File: src/rtl/blc_pkg.sv
package blc_pkg;
   localparam int NUM_COLORS = 4;
   localparam int COL_W      = 2;

   typedef enum logic {
      MODE_TRACK = 1'b0,
      MODE_SWEEP = 1'b1
   } blc_mode_e;
endpackage

File: src/rtl/blc_accum.sv
// Per-color sample accumulator: a fixed tracking window, or repeating sweep groups.
module blc_accum #(
   parameter int DATA_W  = 10,
   parameter int NORM_LG = 4,
   parameter int SWP_LG  = 3
) (
   input  logic              clk,
   input  logic              rst_n,
   input  logic              clr,
   input  logic              smp,
   input  logic              sweep,
   input  logic [DATA_W-1:0] data,
   output logic              trk_full,
   output logic [DATA_W-1:0] trk_avg,
   output logic              swp_hit,
   output logic [DATA_W-1:0] swp_avg
);
   localparam int SUM_W = DATA_W + NORM_LG;
   localparam int CNT_W = NORM_LG + 1;
   localparam logic [CNT_W-1:0] TRK_N    = CNT_W'(1 << NORM_LG);
   localparam logic [CNT_W-1:0] SWP_LAST = CNT_W'((1 << SWP_LG) - 1);

   logic [SUM_W-1:0] sum_q;
   logic [CNT_W-1:0] cnt_q;
   logic [SUM_W-1:0] sum_inc;
   logic             hit_q;
   logic [DATA_W-1:0] havg_q;

   assign sum_inc = sum_q + SUM_W'(data);

   always_ff @(posedge clk) begin
      if (!rst_n) begin
         sum_q  <= '0;
         cnt_q  <= '0;
         hit_q  <= 1'b0;
         havg_q <= '0;
      end else begin
         hit_q <= 1'b0;
         if (clr) begin
            sum_q <= '0;
            cnt_q <= '0;
         end else if (smp) begin
            if (sweep) begin
               if (cnt_q == SWP_LAST) begin
                  sum_q  <= '0;
                  cnt_q  <= '0;
                  hit_q  <= 1'b1;
                  havg_q <= DATA_W'(sum_inc >> SWP_LG);
               end else begin
                  sum_q <= sum_inc;
                  cnt_q <= cnt_q + 1'b1;
               end
            end else if (cnt_q != TRK_N) begin
               sum_q <= sum_inc;
               cnt_q <= cnt_q + 1'b1;
            end
         end
      end
   end

   assign trk_full = (cnt_q == TRK_N);
   assign trk_avg  = sum_q[SUM_W-1:NORM_LG];
   assign swp_hit  = hit_q;
   assign swp_avg  = havg_q;
endmodule

File: src/rtl/blc_mode_ctrl.sv
// Arms a sweep on request and switches mode on frame boundaries.
module blc_mode_ctrl
   import blc_pkg::*;
#(
   parameter bit ARM_AT_RESET = 1'b1
) (
   input  logic      clk,
   input  logic      rst_n,
   input  logic      frame_start,
   input  logic      cfg_change,
   input  logic      sweep_off,
   input  logic      sweep_go,
   output logic      armed,
   output blc_mode_e mode
);
   logic req;
   assign req = (cfg_change & ~sweep_off) | sweep_go;

   always_ff @(posedge clk) begin
      if (!rst_n) begin
         armed <= ARM_AT_RESET;
         mode  <= MODE_TRACK;
      end else if (frame_start) begin
         mode  <= armed ? MODE_SWEEP : MODE_TRACK;
         armed <= req;
      end else begin
         armed <= armed | req;
      end
   end
endmodule

File: src/rtl/blc_offset_slot.sv
// One color's offset register: saturating error step or host load.
module blc_offset_slot #(
   parameter int DATA_W     = 10,
   parameter int OFF_W      = 9,
   parameter int GAIN_SHIFT = 2,
   parameter int TARGET     = 64,
   parameter int OFF_INIT   = 0
) (
   input  logic              clk,
   input  logic              rst_n,
   input  logic              override,
   input  logic              host_wr,
   input  logic [OFF_W-1:0]  host_data,
   input  logic              trk_go,
   input  logic [DATA_W-1:0] trk_avg,
   input  logic              swp_go,
   input  logic [DATA_W-1:0] swp_avg,
   output logic [OFF_W-1:0]  off_q
);
   localparam int ERR_W = DATA_W + 2;
   localparam int ADD_W = ((OFF_W > ERR_W) ? OFF_W : ERR_W) + 1;
   localparam logic signed [ERR_W-1:0] TGT   = ERR_W'(TARGET);
   localparam logic signed [ADD_W-1:0] MAX_V = ADD_W'((2 ** (OFF_W - 1)) - 1);
   localparam logic signed [ADD_W-1:0] MIN_V = ~MAX_V;

   logic signed [ERR_W-1:0] trk_err, swp_err, trk_step, step;
   logic signed [ADD_W-1:0] raw;
   logic [OFF_W-1:0]        sat;

   assign trk_err = TGT - $signed({2'b00, trk_avg});
   assign swp_err = TGT - $signed({2'b00, swp_avg});

   generate
      if (GAIN_SHIFT == 0) begin : g_unity
         assign trk_step = trk_err;
      end else begin : g_shift
         assign trk_step = trk_err >>> GAIN_SHIFT;
      end
   endgenerate

   assign step = swp_go ? swp_err : trk_step;
   assign raw  = ADD_W'($signed(off_q)) + ADD_W'(step);

   always_comb begin
      if (raw > MAX_V)      sat = MAX_V[OFF_W-1:0];
      else if (raw < MIN_V) sat = MIN_V[OFF_W-1:0];
      else                  sat = raw[OFF_W-1:0];
   end

   always_ff @(posedge clk) begin
      if (!rst_n) begin
         off_q <= OFF_W'(OFF_INIT);
      end else if (override) begin
         if (host_wr) off_q <= host_data;
      end else if (swp_go || trk_go) begin
         off_q <= sat;
      end
   end
endmodule

File: src/rtl/blc_calibrator.sv
module blc_calibrator
   import blc_pkg::*;
#(
   parameter int DATA_W       = 10,
   parameter int OFF_W        = 9,
   parameter int NORM_LG      = 4,
   parameter int SWP_LG       = 3,
   parameter int GAIN_SHIFT   = 2,
   parameter int TARGET       = 64,
   parameter int OFF_INIT     = 0,
   parameter bit ARM_AT_RESET = 1'b1
) (
   input  logic                        clk,
   input  logic                        rst_n,
   input  logic                        pix_valid,
   input  logic                        pix_dark,
   input  logic                        pix_row_odd,
   input  logic                        pix_col_odd,
   input  logic [DATA_W-1:0]           pix_data,
   input  logic                        frame_start,
   input  logic                        cfg_change,
   input  logic                        ctl_override,
   input  logic                        ctl_sweep_off,
   input  logic                        ctl_sweep_go,
   input  logic                        host_wr,
   input  logic [COL_W-1:0]            host_sel,
   input  logic [OFF_W-1:0]            host_wdata,
   input  logic [COL_W-1:0]            host_rsel,
   output logic [OFF_W-1:0]            host_rdata,
   output logic [NUM_COLORS*OFF_W-1:0] offset_out
);
   generate
      if (OFF_W < 2) begin : g_bad_off
         $error("OFF_W must be at least 2");
      end
      if (SWP_LG < 1 || SWP_LG > NORM_LG) begin : g_bad_grp
         $error("SWP_LG must lie in 1..NORM_LG");
      end
      if (TARGET < 0 || TARGET >= (2 ** DATA_W)) begin : g_bad_tgt
         $error("TARGET must fit the sample range");
      end
      if (GAIN_SHIFT < 0 || GAIN_SHIFT > DATA_W) begin : g_bad_gain
         $error("GAIN_SHIFT out of range");
      end
   endgenerate

   blc_mode_e        mode;
   logic             armed;
   logic             sweep_on;
   logic [COL_W-1:0] color;
   logic [OFF_W-1:0] off_arr [NUM_COLORS];

   assign sweep_on = (mode == MODE_SWEEP);
   assign color    = {pix_row_odd, pix_col_odd};

   blc_mode_ctrl #(.ARM_AT_RESET(ARM_AT_RESET)) u_mode (
      .clk(clk), .rst_n(rst_n), .frame_start(frame_start),
      .cfg_change(cfg_change), .sweep_off(ctl_sweep_off),
      .sweep_go(ctl_sweep_go), .armed(armed), .mode(mode)
   );

   generate
      for (genvar k = 0; k < NUM_COLORS; k++) begin : g_color
         logic              smp, full, hit;
         logic [DATA_W-1:0] tavg, savg;

         assign smp = pix_valid & pix_dark & ~frame_start & (color == COL_W'(k));

         blc_accum #(.DATA_W(DATA_W), .NORM_LG(NORM_LG), .SWP_LG(SWP_LG)) u_acc (
            .clk(clk), .rst_n(rst_n), .clr(frame_start), .smp(smp),
            .sweep(sweep_on), .data(pix_data), .trk_full(full),
            .trk_avg(tavg), .swp_hit(hit), .swp_avg(savg)
         );

         blc_offset_slot #(
            .DATA_W(DATA_W), .OFF_W(OFF_W), .GAIN_SHIFT(GAIN_SHIFT),
            .TARGET(TARGET), .OFF_INIT(OFF_INIT)
         ) u_slot (
            .clk(clk), .rst_n(rst_n), .override(ctl_override),
            .host_wr(host_wr && (host_sel == COL_W'(k))),
            .host_data(host_wdata),
            .trk_go(frame_start && !sweep_on && full),
            .trk_avg(tavg), .swp_go(hit), .swp_avg(savg),
            .off_q(off_arr[k])
         );

         assign offset_out[k*OFF_W +: OFF_W] = off_arr[k];
      end
   endgenerate

   assign host_rdata = off_arr[host_rsel];
endmodule

File: config.mk
export PLATFORM = sky130hd
export DESIGN_NAME = blc_calibrator
export DESIGN_NICKNAME = d
export VERILOG_FILES = /design/src/rtl/blc_pkg.sv /design/src/rtl/blc_accum.sv /design/src/rtl/blc_mode_ctrl.sv /design/src/rtl/blc_offset_slot.sv /design/src/rtl/blc_calibrator.sv
export SDC_FILE = /design/constraint.sdc
export NUM_CORES = 1
export LEC_CHECK = 0
export BUFFER_PORTS_ARGS = -buffer_cell sky130_fd_sc_hd__buf_4
export CORE_UTILIZATION = 45
export DETAILED_ROUTE_END_ITERATION = 7
export GPL_TIMING_DRIVEN = 0
export HOLD_SLACK_MARGIN = 0.06
export PLACE_DENSITY = 0.72
export SYNTH_ARGS = -nofsm -noshare
export SYNTH_HDL_FRONTEND = slang
export SYNTH_SLANG_ARGS = --single-unit
File: constraint.sdc
create_clock -name clk -period 6 [get_ports clk]
set_input_delay 0.3 -clock clk [delete_from_list [all_inputs] [get_ports clk]]
set_output_delay 0.3 -clock clk [all_outputs]
set_load 0.01 [all_outputs]
==> results of run 1 <==
[power groups by stage]
stage          clock network, mW  registers (mW)  logic [mW]
4_1_cts                     1.08            1.07       0.244
2_1_floorplan                  0            1.09       0.146
6_report                    1.07            1.07       0.247
3_5_place_dp                   0            1.10       0.243
3_3_place_gp                   0            1.10       0.239
5_1_grt                     1.12            1.07       0.268
[worst max-delay path: stages, from the launching register on]
cell and delay, ns:
dfxtp_1 0.34, or3_1 0.46, or2_2 0.33, or3_1 0.38, nand2_1 0.14, nand2_1 0.07, nor2_1 0.18, nor3b_2 0.27
a21oi_1 0.07, ha_1 0.29, clkbuf_1 0.30, inv_1 0.17, and3_1 0.20, o211a_1 0.22, a311oi_1 0.26, o21ai_0 0.13
and3_1 0.18, buf_2 0.17, a32oi_1 0.22, nand2_1 0.07
[worst min path at each step]
| stage | end | depth (start not counted) | from |
|---|---|---|---|
| after detailed placement | g_color[0].u_acc.sum_q[0] | 2 | g_color[0].u_acc.sum_q[0] |
| after CTS | u_mode.mode | 3 | frame_start |
| final | u_mode.armed | 3 | cfg_change |
| after floorplan | u_mode.armed | 1 | ctl_sweep_go |
| after global routing | u_mode.armed | 3 | cfg_change |
| after global placement | g_color[2].u_acc.sum_q[0] | 2 | g_color[2].u_acc.sum_q[0] |
[stage by stage]
| step | cell area [um^2] | std cells | hold WS [ns] | util, % |
|---|---|---|---|---|
| floorplan | 12300 | 1591 | 0.406 | - |
| global placement | 13300 | 2009 | 0.443 | 49.4 |
| detailed placement | 13300 | 2009 | 0.451 | 49.4 |
| CTS | 13900 | 2042 | 0.171 | 51.6 |
| global route | 13900 | 2042 | 0.189 | 51.6 |
| finish | 13900 | 2042 | 0.183 | 51.6 |
[cells in the mapped netlist (all sizes together) (3+ instances only)]
master / number
o2111ai: 5
nor3: 30
a41o: 3
clkbuf: 66
nor3b: 10
dfxtp: 158
o21ai: 113
a31oi: 18
nor4: 3
mux2i: 15
a21o: 20
buf: 9
o22a: 3
o211ai: 10
a22oi: 32
xor2: 59
o21a: 17
nand2: 195
nand3b: 7
nor2: 160
a21boi: 5
nand4bb: 3
or4: 7
o221ai: 3
and2: 12
o31ai: 12
mux4: 9
nand4: 17
a21oi: 165
o211a: 4
nand3: 61
o22ai: 3
fa: 8
nor2b: 9
ha: 104
and3: 15
or3: 20
nand2b: 20
inv: 44
or2: 8
xnor2: 73
a41oi: 8
o21bai: 10
a211oi: 18
[cell usage in the layout (no fill, tap or decap), types with 30 or more instances in the layout]
master	count
xnor2_1	73
nand2_1	194
nor2_1	159
nor3_1	30
ha_1	104
a21oi_1	165
o21ai_0	103
inv_1	44
clkbuf_1	66
buf_4	77
nand3_1	60
dfxtp_1	158
xor2_1	59
a22oi_1	32
[kinds of logic (layout without fill, tap and decap cells)]
| kind of cell | count (synthesis) | count (layout) | share of synthesized area (%) |
|---|---|---|---|
| flip-flops | 158 | 158 | 25.8 |
| XOR/XNOR | 132 | 132 | 9.41 |
| AND/OR/NAND/NOR | 583 | 583 | 22.3 |
| adder cells (fa/ha/maj) | 112 | 112 | 11.9 |
| buffers and inverters | 120 | 230 | 3.75 |
| multiplexers | 24 | 24 | 2.87 |
| AO/OA/AOI/OAI | 462 | 462 | 24.0 |
[flip-flops by register name, summed over array words and instances (netlist names)]
register and flops:
g_color.u_acc.sum_q 56, u_mode.armed 1, g_color.u_slot.off_q 36, g_color.u_acc.cnt_q 20, g_color.u_acc.swp_hit 4, u_mode.mode 1
g_color.u_acc.swp_avg 40
[metal layers]
metal	vias to the layer above	GRT usage, %
met3	53	3.40
met5	-	0
li1	5903	-
met4	0	8.18
met2	359	40.7
met1	5527	34.8
[final cells by class]
type	count	area, um^2
Buffer	75	292
Clock buffer	17	425
Clock inverter	15	146
Fill cell	2607	13000
Inverter	45	169
Multi-Input combinational cell	1313	8660
Sequential cell	158	3160
Tap cell	341	427
Timing Repair Buffer	78	588
==> results.yml, run 1 <==
placed_design:
  gp_congestion: 0.959
  pre_cts_ws_ns: 1.56
  hpwl_um: 28200
  io_buffers: 77
clock_network:
  cts.clk_slew.worst_paths_ns: 0.07
  root_buffer: "clkbuf_16"
  postCtsSetupBuffers: 0
  tritoncts: "built"
  clockBufferDepth: 2
  htree_levels: 4
  numCtsBuffers: 17
  clk-insertion-delay-late_ns: 0.43
  cts_hold_buffers: 1
  clock-sinks: 158
  cts_resized: 0
timing:
  worst_slew_pin_slew_ns: 1.29
  relSlewSlack_pct: 13.4
  layout_setup_ws_ns: 1.45
  fin_crit_ns: 4.55
  hold_violations: 0
  clock_skew_ns: 0.0129
  rsz0062_at_grt: "false"
  period_share_pct: 75.8
  finalSetupTns_ns: 0
  setup_viol: 0
  fmax_mhz: 220
  drv_slew: 0
drt:
  met2WireLength_um: 15800
  drt-initial-drc-count: 1043
  num_vias: 11842
  drt_pass1_iterations: 5
  routedWlPerCell_um: 17.4
  wirelength_um: 35500
  wl_met3_um: 1960
  wl_met1_um: 16800
  drtAntennaViolNets: 0
  viasPerCell: 5.80
  routed.top_layer: "met4"
  drc: 0
global_routing:
  antenna_found_initial: 0
  grt_usage_pct: 25.3
  grt_max_degree: 18
  grt_pass1_vias: 10700
  globalRouteOverflowTotal: 0
  grt_pass1_wl_um: 56500
die:
  core_mm2: 0.0269
  dieArea_mm2: 0.0280
  die_width_um: 167
  die_h_um: 167
  initial_core_util_pct: 45.7
  rows: 60
  ioPinCount: 80
setup_path:
  cp-start-kind: "flip-flop"
  criticalPathCategory: "reg2reg"
  cp.required_ns: 6.33
  crit_arrival_ns: 4.87
  r2r_start: "g_color[2].u_acc.sum_q[4]"
  path_max_fanout: 9
  endpoint: "g_color[2].u_slot.off_q[3]"
  end_kind: "flip-flop"
  reg2reg_to: "g_color[2].u_slot.off_q[3]"
  r2r_cells: 19
  crit_start: "g_color[2].u_acc.sum_q[4]"
  ff2ff_setup_slack_ns: 1.45
pwr:
  power_density_mw_per_mm2: 172
  p_seq_share_pct: 44.8
  switchingPower_uw: 692
  internal_power_mw: 1.70
  p_leak_nw: 5.59
  clkPwrFrac_pct: 44.8
  vdd_ir_drop_max_uv: 180
  swShare_pct: 28.9
  combPwrFrac_pct: 10.3
  finalPower_mw: 2.39
yosys:
  synth_cells: 1591
  synth_top_flop_cell: "dfxtp_1"
  synthArstFlopShare_pct: 0
  synth_seq_cells: 158
  synthDistinctLibCells: 78
  ys_seq_area_share_pct: 25.8
  synth_area_leaders: "dfxtp_1 26%, ha_1 11%, a21oi_1 6.7%"
  syn_avg_cell_area_um2: 7.72
  synth_top_cell_by_area: "dfxtp_1"
  synth_top_area_share_pct: 25.8
  syn_nets: 1738
  syn_area_mm2: 0.0123
  yosysWarnings: 0
  synth_edf_count: 0
min_path:
  min_path_type: "in2reg"
run:
  drv_cap: 0
status:
  outcome: "complete, no violations"
finish:
  fin_nets: 1835
  antennaDiodeCount: 0
  drive_above_1_share_pct: 9.05
  syn_to_final_growth_pct: 12.9
(Power assumes the default switching activity.)
==> run 2: changes to the inputs <==
Settings changed: PLACE_DENSITY 0.72 to 0.75.
Clock period 6 ns to 4 ns, I/O delays scaled along.
==> run 2 against run 1 <==
Sequential power is 50% higher. Sequential cell count is the same. Fmax rose by 13%. Register-to-register slack got worse by 1.5 ns. Cell count grew 1.1%. The run now ends with setup timing left. Non-clock buffer count increased by 22. Critical path type unchanged.
==> results.yml, run 2 (same netlist as run 1, synthesis figures left out) <==
pwr:
  p_leak_nw: 5.90
  combPwrFrac_pct: 11.1
  p_seq_share_pct: 44.1
  swShare_pct: 27.8
  power_density_mw_per_mm2: 249
  vdd_ir_drop_max_uv: 306
  switchingPower_mw: 1.02
  internal_power_mw: 2.63
  clkPwrFrac_pct: 44.9
timing:
  relSlewSlack_pct: 10.8
  layout_setup_ws_ns: -0.00691
  period_share_pct: 100
  rsz0062_at_grt: "true"
  worst_slew_pin_slew_ns: 1.32
  setup_viol: 1
  whs_ns: 0.0826
  fmax_mhz: 250
  hold_violations: 0
  clock_skew_ns: 0.00866
  drv_slew: 0
  fin_crit_ns: 4.01
finish:
  syn_to_final_growth_pct: 19.5
  multi_input_area_mm2: 0.00925
  regMostFlops: "g_color.u_acc.sum_q"
  layout_common_cells: "187 x nand2_1, 157 x a21oi_1, 151 x dfxtp_1"
  fin_nets: 1858
  largest_reg_flops: 56
  drive_above_1_share_pct: 16.0
  final_common_cell: "nand2_1"
  antennaDiodeCount: 0
  nFillCells: 2473
  post-route-cell-area_mm2: 0.0147
  seq_area_mm2: 0.00318
die:
  ioPinCount: 80
  rows: 60
  initial_core_util_pct: 45.7
  die_h_um: 167
  dieArea_mm2: 0.0280
  core_mm2: 0.0269
  die_width_um: 167
drt:
  routedWlPerCell_um: 18.0
  wirelength_um: 37100
  viasPerCell: 5.95
  num_vias: 12286
  drtAntennaViolNets: 0
  drt-initial-drc-count: 986
  drt_pass1_iterations: 5
  drc: 0
placed_design:
  hpwl_um: 28100
  gp_congestion: 0.957
  placed_area_mm2: 0.0133
  io_buffers: 77
clock_network:
  root_buffer: "clkbuf_16"
  clk-insertion-delay-late_ns: 0.44
  clockBufferDepth: 2
  clock-sinks: 158
  tritoncts: "built"
  numCtsBuffers: 17
  htree_levels: 4
  cts.clk_slew.worst_paths_ns: 0.07
setup_path:
  crit_arrival_ns: 4.35
  r2r_cells: 15
  ff2ff_setup_slack_ns: -0.007
  cp-start-kind: "flip-flop"
  path_max_fanout: 8
  cp.required_ns: 4.34
  end_kind: "flip-flop"
  criticalPathCategory: "reg2reg"
run:
  drv_cap: 0
min_path:
  min_path_type: "in2reg"
  holdPathStages: 3
global_routing:
  antenna_found_initial: 0
  grt_max_degree: 17
  grt_pass1_vias: 11223
  grt_pass1_wl_um: 58000
  grt_usage_pct: 25.7
  globalRouteOverflowTotal: 0
status:
  violations: "setup timing"
  outcome: "finished with violations"
-- run 2: cell count changes in the layout (fill, tap and decap cells not counted), sizes merged --
cell      delta
inv          -1
buf         +25
clkinvlp     -2
bufinv       +1
clkinv       -1
o221ai       +1
-- run 2: path summary, 6_finish.rpt --
check / startpoint / to
min reg2reg: g_color[3].u_acc.sum_q[2] / g_color[3].u_acc.sum_q[2]
max: g_color[0].u_acc.sum_q[5] / g_color[0].u_slot.off_q[7]
min: host_wdata[8] / g_color[2].u_slot.off_q[8]
max reg2reg: g_color[0].u_acc.sum_q[5] / g_color[0].u_slot.off_q[7]
-- run 2: through the flow --
| step | std cells | worst slack [ns] | util (%) | power (mW) | setup TNS [ns] |
|---|---|---|---|---|---|
| 2_1_floorplan | 1591 | 0.0559 | - | 1.86 | 0 |
| 3_3_place_gp | 2009 | -0.376 | 49.4 | 2.00 | -6.71 |
| 3_5_place_dp | 2009 | -0.416 | 49.4 | 2.01 | -8.75 |
| 4_1_cts | 2048 | 0.000946 | 52.7 | 3.63 | 0 |
| 5_1_grt | 2065 | -0.169 | 54.6 | 3.76 | -2.11 |
| 6_report | 2065 | -0.00691 | 54.6 | 3.65 | -0.00691 |
-- run 2: power by group through the flow --
stage	registers (mW)	logic [mW]	clock network (mW)
finish	1.61	0.404	1.64
detailed placement	1.64	0.363	0
global placement	1.64	0.356	0
floorplan	1.64	0.219	0
CTS	1.61	0.377	1.64
global route	1.61	0.434	1.72
-- run 2: layout make-up --
cell class,instances,area share [%]
multi-input combinational,1314,63.0
sequential,158,21.6
timing repair buffer,105,5.41
clock buffer,20,3.04
tap,341,2.91
buffer,70,1.94
inverter,45,1.15
clock inverter,12,0.878
-- run 2: what timing repair did --
item	4_1_cts	5_1_grt
pin swaps	9	44
resized for setup	56	104
hold buffers	1	0
gates cloned	1	0
endpoints found under the hold margin	1	0
endpoints found under the setup margin	33	33
buffers inserted	8	21
-- run 2: layer usage --
| layer | global-route usage, % | vias up | part of all wire (%) |
|---|---|---|---|
| met5 | 0 | - | 0 |
| met4 | 12.2 | 0 | 3.8 |
| met3 | 3.78 | 89 | 5.6 |
| met2 | 41.6 | 425 | 45 |
| met1 | 33.7 | 5806 | 45 |
| li1 | - | 5966 | - |
-- run 2: worst max-delay path: stages, from the launching register on --
cell	delay, ns
dfxtp_4	0.36
or4_4	0.54
or3_4	0.41
nand2_4	0.10
xor2_1	0.19
o21ai_2	0.11
ha_1	0.35
a2111oi_4	0.32
o21a_2	0.24
nor2_4	0.05
mux2i_1	0.11
a31oi_1	0.22
a21oi_1	0.11
or3_1	0.39
buf_6	0.16
o31ai_2	0.23
